[src/rtl/dpwm7p1.sv]
module dpwm7p1 #(
  parameter int DW = 8
) (
  input  logic          clk,
  input  logic          rst,
  input  logic          duty_wr,
  input  logic [DW-1:0] duty_wdata,
  input  logic          port_data,
  input  logic          port_dir,
  output logic          pwm_pin,
  output logic          pwm_oe
);
  localparam int PW = DW - 1;
  localparam logic [DW-1:0] LAST = '1;

  logic [DW-1:0] cnt;
  logic [DW-1:0] hold_q;
  logic [DW-1:0] work_q;

  always_ff @(posedge clk) begin
    if (rst) begin
      cnt    <= '0;
      hold_q <= '0;
      work_q <= '0;
    end else begin
      cnt <= cnt + 1'b1;
      if (duty_wr) hold_q <= duty_wdata;
      if (cnt == LAST) work_q <= duty_wr ? duty_wdata : hold_q;
    end
  end

  wire          half  = cnt[DW-1];
  wire [PW-1:0] phase = cnt[PW-1:0];

  wire [DW-1:0] thresh = {1'b0, work_q[DW-1:1]}
                       + {{PW{1'b0}}, work_q[0] & ~half};
  wire          raw    = {1'b0, phase} < thresh;

  assign pwm_oe  = ~port_dir;
  assign pwm_pin = raw & port_data & ~port_dir;
endmodule


[config.mk]
export PLATFORM = sky130hd
export DESIGN_NAME = dpwm7p1
export DESIGN_NICKNAME = d
export VERILOG_FILES = /design/src/rtl/dpwm7p1.sv
export SDC_FILE = /design/constraint.sdc
export NUM_CORES = 1
export LEC_CHECK = 0
export ABC_CLOCK_PERIOD_IN_PS = 4620
export BUFFER_PORTS_ARGS = -buffer_cell sky130_fd_sc_hd__buf_2
export CAP_MARGIN = 5
export CORE_AREA = 2 2 67 56
export CTS_BUF_LIST = sky130_fd_sc_hd__clkbuf_8
export DETAILED_ROUTE_END_ITERATION = 8
export DIE_AREA = 0 0 69 58
export GPL_ROUTABILITY_DRIVEN = 1
export PLACE_DENSITY = 0.67
export REMOVE_ABC_BUFFERS = 1
export SLEW_MARGIN = 20
export SYNTH_ARGS = -nofsm -noshare
export SYNTH_HDL_FRONTEND = slang
export SYNTH_SLANG_ARGS = --single-unit
[constraint.sdc]
create_clock -name clk -period 4.62 [get_ports clk]
set_clock_uncertainty 0.1 [all_clocks]
set_input_delay 0.693 -clock clk [delete_from_list [all_inputs] [get_ports clk]]
set_output_delay 0.693 -clock clk [all_outputs]
set_load 0.1 [all_outputs]
==> out/results.txt <==
Crit Reg-Reg Endpoint: work_q[0]
Power Density: 286.2 mW/mm^2
Post-synth EDFFs: 0
Clock buffer count from CTS: 3
VDD IR max: 0.1167 mV
Initial antenna violation count: 0
Crit start category: flop
Sequential fraction of the synthesis area: 38.59%
CP Class: reg2out
Row cnt: 19
RSZ-0062 raised after global routing: no
Worst Hold Path EP: cnt[0]
Crit Path Max Fanout: 3
I/O Pins: 15
Final number of hold-violating endpoints: 0
Type of the most critical hold path: reg2reg
Most common flop cell mapped by yosys: dfxtp_1
Post-synth cell types: 27
Worst setup path start: cnt[7]
Hold Path Origin: cnt[0]
Total Routing Usage GR: 11.17%
Worst skew pair latency: 0.27 ns
Post-CTS setup buffers: 0
DP HPWL: 1549 um
Initial core utilization: 37.41%
RD Place Congestion: 0.7536
Core Util, Final: 41.69%
Post-synthesis cell area: 0.001245 mm^2
Final wirelength: 2065 um
1st-pass router iterations: 3
Max-slew violations: 0
Post-route ant nets: 0
Area Growth Syn to Fin: 11.46%
FMAX: 285.8 MHz
Crit path DAT: 2.71 ns
Wire per inst: 11.80 um
Final setup vio count: 0
#FFs+latches synth: 24
DR vias: 824
H-tree depth: 1
Number of hold buffers added after CTS: 0
Post-synthesis average cell area: 10.46 um^2
Synth async-reset ratio: 0%
Via-to-Cell Ratio: 4.709
CTS tree: done
Worst-path clk slew: 0.08 ns
Number of global-route vias before repair: 791
Setup TNS: 0 ns
Reg2Reg Depth: 5
Post-route DRC: 0
Gr ovfl total: 0
Tmin final: 3.499 ns
Cell count after synthesis: 119
Ys Warns: 0
Area leader, netlist: dfxtp_1
Die area: 0.004002 mm^2
Top-area cell type share of the netlist area: 38.59%
Worst rel slew slack: 67.96%
Slew @ Worst Pin: 0.4839 ns
Post-cts sizing count: 0
Hold path cells: 1
Synth area leaders: dfxtp_1, mux2_4, ha_1
Final nets: 156
Crit end category: output port
RR Startpoint: cnt[0]
WP data required: 3.83 ns
Pin count of the biggest net entering global routing: 25
MaxCap Viol Count: 0
# fillers: 338
Clk buf depth: 2
First-pass GRT wire length: 3477 um
Ant diodes: 0
Sink Count: 24
Share of layout cells above drive strength 1: 24.81%
Final period utilization: 75.73%
IO Port Bufs: 14
Iter 0 DRT Violations: 25
Leak: 0.0005670 uW
WHS: 0.3981 ns
Setup slack, reg-to-reg: 2.92 ns
Total core area: 0.003328 mm^2
CTS root buf: clkbuf_8
Die W: 69 um
DIE HEIGHT: 58 um
Run status: finished clean
==> worst max-delay path: stages (launching register included) <==
cell,delay [ns]
dfxtp_1,0.37
nor2b_1,0.07
ha_1,0.20
ha_1,0.22
xnor2_1,0.17
ha_1,0.25
or2_1,0.21
a21oi_1,0.18
nor4_1,0.08
nor4b_2,0.24
buf_2,0.46
==> stage by stage <==
| step | cells | worst slack (ns) | area, um^2 | power [uW] |
|---|---|---|---|---|
| after floorplan | 115 | 0.5206 | 1210 | 245.8 |
| after global placement | 171 | 1.518 | 1333 | 258.2 |
| after detailed placement | 171 | 1.430 | 1333 | 259.6 |
| after global routing | 175 | 1.004 | 1388 | 414.4 |
| final | 175 | 1.121 | 1388 | 397.1 |
| after CTS | 175 | 1.110 | 1388 | 401.8 |
==> cells in the mapped netlist, types with 3 or more instances <==
master,number
nand2_1,4
ha_1,9
a21oi_1,4
nand3_1,7
xor2_1,5
buf_2,3
nor2b_1,10
inv_1,3
nor2_1,15
mux2i_1,8
dfxtp_1,24
mux2_4,8
xnor2_1,5
==> power by group <==
group	internal [uW]	switching, uW
logic	16.1	21.6
clock network	76.1	66.8
registers	213	3.53
==> worst max-delay path by stage <==
stage,end,cells after the start
after floorplan,pwm_pin,9
after global placement,pwm_pin,10
after detailed placement,pwm_pin,10
after CTS,pwm_pin,10
after global routing,pwm_pin,10
final,pwm_pin,10
==> layout by cell type, fill, tap and decap left out, drive strengths merged <==
master and n:
nor4b 1, inv 3, nand2 4, and3 2, nor3 2, xor2 5, nor2 16, nand2b 1
clkbuf 4, o21ai 1, buf 14, mux2i 8, nand3 8, or3 1, nor4 1, xnor2 5
mux2 8, a2111oi 1, ha 9, a21oi 4, or2 1, nor2b 10, dfxtp 24
==> final cells by class <==
type | instances | area, um^2 | area share (%)
Inverter | 3 | 11.26 | 0.8115
Tap cell | 42 | 52.55 | 3.787
Multi-Input combinational cell | 88 | 718.2 | 51.76
Sequential cell | 24 | 480.5 | 34.63
Clock buffer | 4 | 55.05 | 3.968
Timing Repair Buffer | 14 | 70.07 | 5.050
==> cell families (layout without fill, tap and decap cells) <==
| family | Yosys count | after routing | synth area share (%) |
|---|---|---|---|
| buf+inv | 7 | 21 | 3.718 |
| xor+xnor | 10 | 10 | 7.035 |
| mux | 16 | 16 | 16.08 |
| compound gates | 6 | 6 | 4.221 |
| fa+ha+maj | 9 | 9 | 9.045 |
| simple gates | 47 | 47 | 21.31 |
| flops | 24 | 24 | 38.59 |
==> metal layers <==
layer  routed length, um  up-vias  track usage (%)
li1                    -      431                -
met1                1033      377            13.69
met2                 942       14            18.54
met3                  75        2            3.652
met4                  13        0            4.202
met5                   0        -                0
==> sequential cells by signal, summed over array words and instances, names as in the netlist <==
| register | count |
|---|---|
| cnt | 8 |
| hold_q | 8 |
| work_q | 8 |
No activity file was read; power rests on OpenSTA's default activity.
